File: src/rtl/brc_pkg.sv
package brc_pkg;
    typedef enum logic [1:0] {
        ST_SAMPLE       = 2'd0,
        ST_PRIMARY_ONLY = 2'd1,
        ST_ALL_RELEASED = 2'd2
    } brc_state_e;
endpackage

File: src/rtl/brc_mode_latch.sv
module brc_mode_latch #(
    parameter int MODE_W = 4
) (
    input  logic              clk,
    input  logic              rst_n,
    input  logic              sample_en,
    input  logic [MODE_W-1:0] mode_pins,
    output logic [MODE_W-1:0] mode_q
);
    always_ff @(posedge clk or negedge rst_n) begin
        if (!rst_n)
            mode_q <= '0;
        else if (sample_en)
            mode_q <= mode_pins;
    end
endmodule

File: src/rtl/brc_release_fsm.sv
module brc_release_fsm
    import brc_pkg::*;
#(
    parameter int NUM_CORES = 3,
    parameter int MODE_W    = 4
) (
    input  logic                 clk,
    input  logic                 rst_n,
    input  logic [MODE_W-1:0]    mode_pins,
    input  logic                 rel_hit,
    output logic                 sample_en,
    output logic [NUM_CORES-1:0] core_run
);
    brc_state_e state_q, state_d;

    // next-state logic; transitions named to_all, to_primary, release_write, hold
    always_comb begin
        state_d = state_q;
        unique case (state_q)
            ST_SAMPLE:       state_d = (mode_pins == '0) ? ST_ALL_RELEASED : ST_PRIMARY_ONLY;
            ST_PRIMARY_ONLY: state_d = rel_hit ? ST_ALL_RELEASED : ST_PRIMARY_ONLY;
            ST_ALL_RELEASED: state_d = ST_ALL_RELEASED;
            default:         state_d = ST_SAMPLE;
        endcase
    end

    always_ff @(posedge clk or negedge rst_n) begin
        if (!rst_n)
            state_q <= ST_SAMPLE;
        else
            state_q <= state_d;
    end

    assign sample_en = (state_q == ST_SAMPLE);

    // registered release outputs decoded from the next state
    always_ff @(posedge clk or negedge rst_n) begin
        if (!rst_n) begin
            core_run <= '0;
        end else begin
            unique case (state_d)
                ST_SAMPLE:       core_run <= '0;
                ST_PRIMARY_ONLY: core_run <= NUM_CORES'(1);
                ST_ALL_RELEASED: core_run <= '1;
                default:         core_run <= '0;
            endcase
        end
    end
endmodule

File: src/rtl/brc_addr_sel.sv
module brc_addr_sel #(
    parameter int          NUM_CORES = 3,
    parameter int          MODE_W    = 4,
    parameter int          ADDR_W    = 32,
    parameter logic [31:0] ROM_BASE  = 32'h0010_0000,
    parameter logic [31:0] L2_BASE   = 32'h0080_0000
) (
    input  logic [MODE_W-1:0]           mode_q,
    output logic [NUM_CORES*ADDR_W-1:0] core_start
);
    localparam logic [ADDR_W-1:0] ROM_A = ADDR_W'(ROM_BASE);
    localparam logic [ADDR_W-1:0] L2_A  = ADDR_W'(L2_BASE);

    for (genvar c = 0; c < NUM_CORES; c++) begin : g_core
        if (c == 0) begin : g_primary
            assign core_start[c*ADDR_W +: ADDR_W] = (mode_q == '0) ? L2_A : ROM_A;
        end else begin : g_secondary
            assign core_start[c*ADDR_W +: ADDR_W] = L2_A;
        end
    end
endmodule

File: src/rtl/boot_release_ctrl.sv
module boot_release_ctrl #(
    parameter int          NUM_CORES   = 3,
    parameter int          MODE_W      = 4,
    parameter int          ADDR_W      = 32,
    parameter int          EVT_W       = 32,
    parameter int          REL_BIT     = 4,
    parameter logic [31:0] ROM_BASE    = 32'h0010_0000,
    parameter logic [31:0] L2_BASE     = 32'h0080_0000
) (
    input  logic                        clk,
    input  logic                        por_n,
    input  logic                        warm_rst_n,
    input  logic                        sys_rst_n,
    input  logic [NUM_CORES-1:0]        local_rst_n,
    input  logic [MODE_W-1:0]           boot_mode_pins,
    input  logic                        evt_wr_en,
    input  logic [EVT_W-1:0]            evt_wr_data,
    output logic [NUM_CORES-1:0]        core_run,
    output logic [NUM_CORES*ADDR_W-1:0] core_start,
    output logic [MODE_W-1:0]           boot_mode_stat
);
    logic dev_rst_n;
    logic sample_en;
    logic rel_hit;

    // only device-level resets reach the controller state
    assign dev_rst_n = por_n & warm_rst_n & sys_rst_n;
    assign rel_hit   = evt_wr_en & evt_wr_data[REL_BIT];

    brc_mode_latch #(.MODE_W(MODE_W)) u_latch (
        .clk       (clk),
        .rst_n     (dev_rst_n),
        .sample_en (sample_en),
        .mode_pins (boot_mode_pins),
        .mode_q    (boot_mode_stat)
    );

    brc_release_fsm #(.NUM_CORES(NUM_CORES), .MODE_W(MODE_W)) u_fsm (
        .clk       (clk),
        .rst_n     (dev_rst_n),
        .mode_pins (boot_mode_pins),
        .rel_hit   (rel_hit),
        .sample_en (sample_en),
        .core_run  (core_run)
    );

    brc_addr_sel #(
        .NUM_CORES (NUM_CORES),
        .MODE_W    (MODE_W),
        .ADDR_W    (ADDR_W),
        .ROM_BASE  (ROM_BASE),
        .L2_BASE   (L2_BASE)
    ) u_addr (
        .mode_q     (boot_mode_stat),
        .core_start (core_start)
    );
endmodule

File: config.mk
export PLATFORM = sky130hd
export DESIGN_NAME = boot_release_ctrl
export DESIGN_NICKNAME = d
export VERILOG_FILES = /design/src/rtl/brc_pkg.sv /design/src/rtl/brc_mode_latch.sv /design/src/rtl/brc_release_fsm.sv /design/src/rtl/brc_addr_sel.sv /design/src/rtl/boot_release_ctrl.sv
export SDC_FILE = /design/constraint.sdc
export NUM_CORES = 1
export LEC_CHECK = 0
export CAP_MARGIN = 20
export CORE_AREA = 2 2 57 59
export DETAILED_ROUTE_END_ITERATION = 10
export DIE_AREA = 0 0 59 61
export DONT_BUFFER_PORTS = 1
export GPL_TIMING_DRIVEN = 0
export PLACE_DENSITY_LB_ADDON = 0.08
export SETUP_SLACK_MARGIN = 0.4
export SYNTH_ARGS = -nofsm -noshare
export SYNTH_HDL_FRONTEND = slang
export SYNTH_SLANG_ARGS = --single-unit
File: constraint.sdc
create_clock -name clk -period 1.34 [get_ports clk]
set_input_delay 0.067 -clock clk [delete_from_list [all_inputs] [get_ports clk]]
set_output_delay 0.067 -clock clk [all_outputs]
set_load 0.005 [all_outputs]
After elaboration in Yosys (flattened, before gate mapping)

Cells that the tools add are included.

Bitwise logic cells: 3
Equal/unequal tests: 4
Mux-type cells: 5
Reduce and logical (&&, ||, !) cells: 3

Operators with widths:

| cell                 | count |
|---|---|
| $mux W24             | 1 |
| $logic_not A4 Y1     | 2 |
| $pmux W2 S3          | 1 |
| $pmux W3 S2          | 1 |
| $eq A2 B1 Y1 const B | 2 |
| $eq A2 B2 Y1 const B | 2 |
| $mux W2              | 2 |
| $and A1 B1 Y1        | 3 |
| $logic_not A2 Y1     | 1 |

Output and inout bits: 103
Input port bits: 44
Register bits after elaboration: 9

Logic depth before layout (Yosys ltp)

Depth in word-level cells: 5
Mapped depth: 2
Gate-level depth less buffers: 2

Modules after synthesis

From an unflattened synthesis, not the netlist that was laid out.

Cells, all modules: 121
Area, all modules: 1044.8 µm²

Modules (own cells, without submodules):

| module            | instances | cells an instance | area each (µm²) |
|---|---|---|---|
| brc_addr_sel      | 1         | 98                | 726.9 |
| brc_release_fsm   | 1         | 13                | 160.2 |
| brc_mode_latch    | 1         | 8                 | 145.1 |
| boot_release_ctrl | 1         | 2                 | 12.5 |

Worst setup path before layout

OpenSTA, ideal clock, no wires.

Path type: register to register
Start point: reg u_fsm.state_q[1]
End point: reg u_latch.mode_q[0]
Clock period less this slack: 1.188 ns
Library setup time: 0.125 ns
Data arrival time: 1.063 ns
Path buffers: 0
Stages on the path, launching flop included: 3
Path slack: 0.152 ns
Cells stage by stage: dfrtp_1 -> nor2_1 -> mux2_2

Cells in the longest elaborated chain, start to end: 1

Ends and longest elaborated chain:

| what                     | line                  | text |
|---|---|---|
| start: declaration       | brc_release_fsm.sv:14 | `brc_state_e state_q, state_d;` |
| start signal: assignment | brc_release_fsm.sv:31 | `state_q <= state_d;` |
| $logic_not A2 Y1         | brc_release_fsm.sv:34 | `assign sample_en = (state_q == ST_SAMPLE);` |
| end signal: assignment   | brc_mode_latch.sv:14  | `mode_q <= mode_pins;` |
| end: declaration         | brc_mode_latch.sv:8   | `output logic [MODE_W-1:0] mode_q` |

No other way between the ends.
A chain may end at the register's enable or synchronous reset.

Worst setup path in the final report

Start point: reg u_latch.mode_q[3]
End point: out core_start[23]

Cells in the longest elaborated chain, start to end: 2

Ends and longest elaborated chain:

| what             | line                    | text |
|---|---|---|
| $logic_not A4 Y1 | brc_addr_sel.sv:16      | `assign core_start[c*ADDR_W +: ADDR_W] = (mode_q == '0) ? L2_A : ROM_A;` |
| $mux W24         | brc_addr_sel.sv:16      |  |
| end: declaration | boot_release_ctrl.sv:19 | `output logic [NUM_CORES*ADDR_W-1:0] core_start,` |

No other way between the ends.

==> flow_summary.yaml <==
die:
  dieArea_sq_um: 3600
  fp.coreArea_sq_um: 2950
  die_h_um: 61
  initial_core_util_pct: 35.3
  placementRows: 20
  die_w_um: 59
  ioPinCount: 147
clock_tree:
  clk-insertion-delay-late_ns: 0.25
  clk_path_buf_depth: 2
  cts_buffers: 3
  cts_htree_levels: 1
  clk_pin_slew_ns: 0.05
  cts_tree: "built"
  cts.sinks: 8
  clockRootBuffer: "clkbuf_4"
worst_setup_path:
  slowest_delay_ns: 0.57
  worstRegToRegCells: 2
  worstPathArrival_ns: 1.29
  r2r-end: "u_latch.mode_q[3]$_DFFE_PN0N_"
  cp_max_fo: 3
  path_class: "reg -> out"
  regToRegSetupSlack_ns: 0.24
  r2r_start: "u_fsm.state_q[1]$_DFF_PN0_"
  cp_cell_sequence: "or4_4 > inv_2"
  slowest_stage: "or4_4"
  startpoint_type: "register"
  endpoint_kind: "output port"
  cp.required_ns: 1.27
timing:
  layout_setup_ws_ns: -0.0185
  period_needed_ns: 1.36
  finalSetupViolCount: 1
  post-route-period-util_pct: 101
  rsz0062_at_grt: "true"
  report.final.slew_viol_count: 0
  hold_viol: 0
  fmax_ghz: 0.736
  skew_ns: 0.000242
detailed_routing:
  via_count: 767
  first_pass_iters: 2
  drt-total-wl_um: 1830
  drt_iter0_markers: 5
  via_per_inst: 2.92
  drc_errors: 0
  drt-wirelength-per-cell_um: 6.97
  ant_nets: 0
synthesis:
  synthTopCellsByArea: "buf_4 (68%), dfrtp_1 (19%), mux2_2 (4.3%), a22oi_1 (1.4%), or4_4 (1.1%)"
  yosysTopAreaCellShare_pct: 68.3
  synth_edf_count: 0
  ys_types: 14
  synth-async-reset-ratio_pct: 100
  ys_warn_count: 0
  yosys.area.top_type: "buf_4"
  syn-cell-area_sq_um: 1040
  ys_seq_area_share_pct: 19.2
  ys.flop_type: "dfrtp_1"
  ys_seq_elements: 8
  synth.avg_cell_area_sq_um: 8.62
  synth_cells: 121
power:
  power.leakage_uw: 0.00105
  peakVddDrop_mv: 0.326
  power_density_nw_per_um2: 440
global_route:
  grt_usage_pct: 8.53
  grt.overflow.total: 0
  first_global_vias: 577
  grt_pass1_wl_um: 2290
  antenna_found_initial: 0
  grt_max_degree: 9
finish:
  layout.nets: 276
  syn2layout_area_growth_pct: 56.4
  insertedDiodeCount: 0
  finalInstanceArea_sq_um: 1630
  final_util_pct: 55.3
  drive_above_1_share_pct: 50.9
hold_path:
  hp-start: "evt_wr_en"
  hold_class: "in -> reg"
  hold_end: "u_fsm.state_q[0]$_DFF_PN0_"
  worstHoldPathCells: 2
place:
  dpl_cell_area_sq_um: 1450
  gp_congestion: 0.653
  port_buffers: 0
status:
  violations: "negative setup slack"
  outcome: "finished with violations"
job:
  maxCapViolCount: 0
worst max-delay path: cells and delay by family (launching register included):
kind / cells / cell delay [ns]
buffers and inverters: 1 / 0.07
AND/OR/NAND/NOR: 1 / 0.57
flip-flops: 1 / 0.41
flip-flops by register name, summed over array words and instances (netlist names):
| name | count |
|---|---|
| u_latch.mode_q | 4 |
| u_fsm.core_run | 2 |
| u_fsm.state_q | 2 |
cells in the mapped netlist (2+ instances only):
cell,n
buf_4,95
nand2_1,2
a22oi_1,2
mux2_2,4
conb_1,2
dfrtp_1,8
per-stage QoR:
| stage | worst slack [ns] | instances | total power (uW) | TNS (ns) | hold WS [ns] |
|---|---|---|---|---|---|
| finish | -0.0185 | 263 | 718 | -0.0185 | 0.0168 |
| global route | -0.0642 | 263 | 785 | -0.0642 | 0.00117 |
| CTS | -0.0337 | 259 | 713 | -0.0337 | 0.00585 |
| detailed placement | 0.229 | 246 | 509 | 0 | 0.0410 |
| global placement | 0.235 | 246 | 509 | 0 | 0.0308 |
| floorplan | 0.283 | 213 | 508 | 0 | -0.00796 |
final cells by class:
cell class / count / area (sq um)
flip-flops and latches: 8 / 203
fillers: 271 / 1320
inverters: 1 / 3.75
well taps: 33 / 41.3
multi-input cells: 109 / 512
clock buffers: 3 / 22.5
repair buffers: 14 / 136
plain buffers: 95 / 713
worst max-delay path by stage:
stage | startpoint | to | slack (ns) | depth (start not counted)
2_1_floorplan | u_latch.mode_q[1]$_DFFE_PN0N_ | core_start[23] | 0.28 | 2
3_3_place_gp | u_latch.mode_q[1]$_DFFE_PN0N_ | core_start[23] | 0.24 | 2
5_1_grt | u_latch.mode_q[3]$_DFFE_PN0N_ | core_start[23] | -0.06 | 2
6_report | u_latch.mode_q[3]$_DFFE_PN0N_ | core_start[23] | -0.02 | 2
4_1_cts | u_latch.mode_q[3]$_DFFE_PN0N_ | core_start[23] | -0.03 | 2
3_5_place_dp | u_fsm.state_q[1]$_DFF_PN0_ | u_latch.mode_q[1]$_DFFE_PN0N_ | 0.23 | 2
metal layers:
| metal | part of all wire [%] | wire length [um] | vias to the layer above | track usage [%] |
|---|---|---|---|---|
| met5 | 0 | 0 | - | 0 |
| met2 | 55 | 1000 | 63 | 16.3 |
| met3 | 15 | 283 | 0 | 5.33 |
| met4 | 0 | 0 | 0 | 1.95 |
| li1 | - | - | 406 | - |
| met1 | 30 | 546 | 298 | 7.49 |
cells by family (layout without fill, tap and decap cells):
kind of cell    Yosys count  in the layout  share of synthesized area [%]
compound gates            3              3                           2.28
buf+inv                  96            113                           68.7
flops                     8              8                           19.2
mux                       4              4                           4.32
other cells               2             94                          0.720
simple gates              8              8                           4.80
layout by cell type, fill, tap and decap left out:
cell,synthesis,layout
conb_1,2,94
a22oi_2,0,2
mux2_2,4,1
dlygate4sd3_1,0,8
dfrtp_2,0,2
inv_2,0,1
clkbuf_4,0,3
and3_1,1,1
buf_6,0,3
or4_4,1,2
nor2_4,0,1
mux2_4,0,3
a22o_1,1,1
nand2_1,2,2
dfrtp_1,8,6
nor2b_4,0,1
nand3b_1,1,1
buf_4,95,98
power by group:
part / leakage [uW] / total (uW) / internal [uW] / switching, uW
Sequential: 0.0000991 / 242 / 242 / 0
Clock: 0.0000138 / 179 / 102 / 76.4
Combinational: 0.000937 / 298 / 189 / 108
timing repair:
action,4_1_cts,5_1_grt
cloned,0,0
resized for setup,8,2
setup endpoints to repair,6,9
endpoints found under the hold margin,13,0
setup buffers,2,4
pin swaps,4,4
hold buffers,8,0
(Power assumes the default switching activity.)
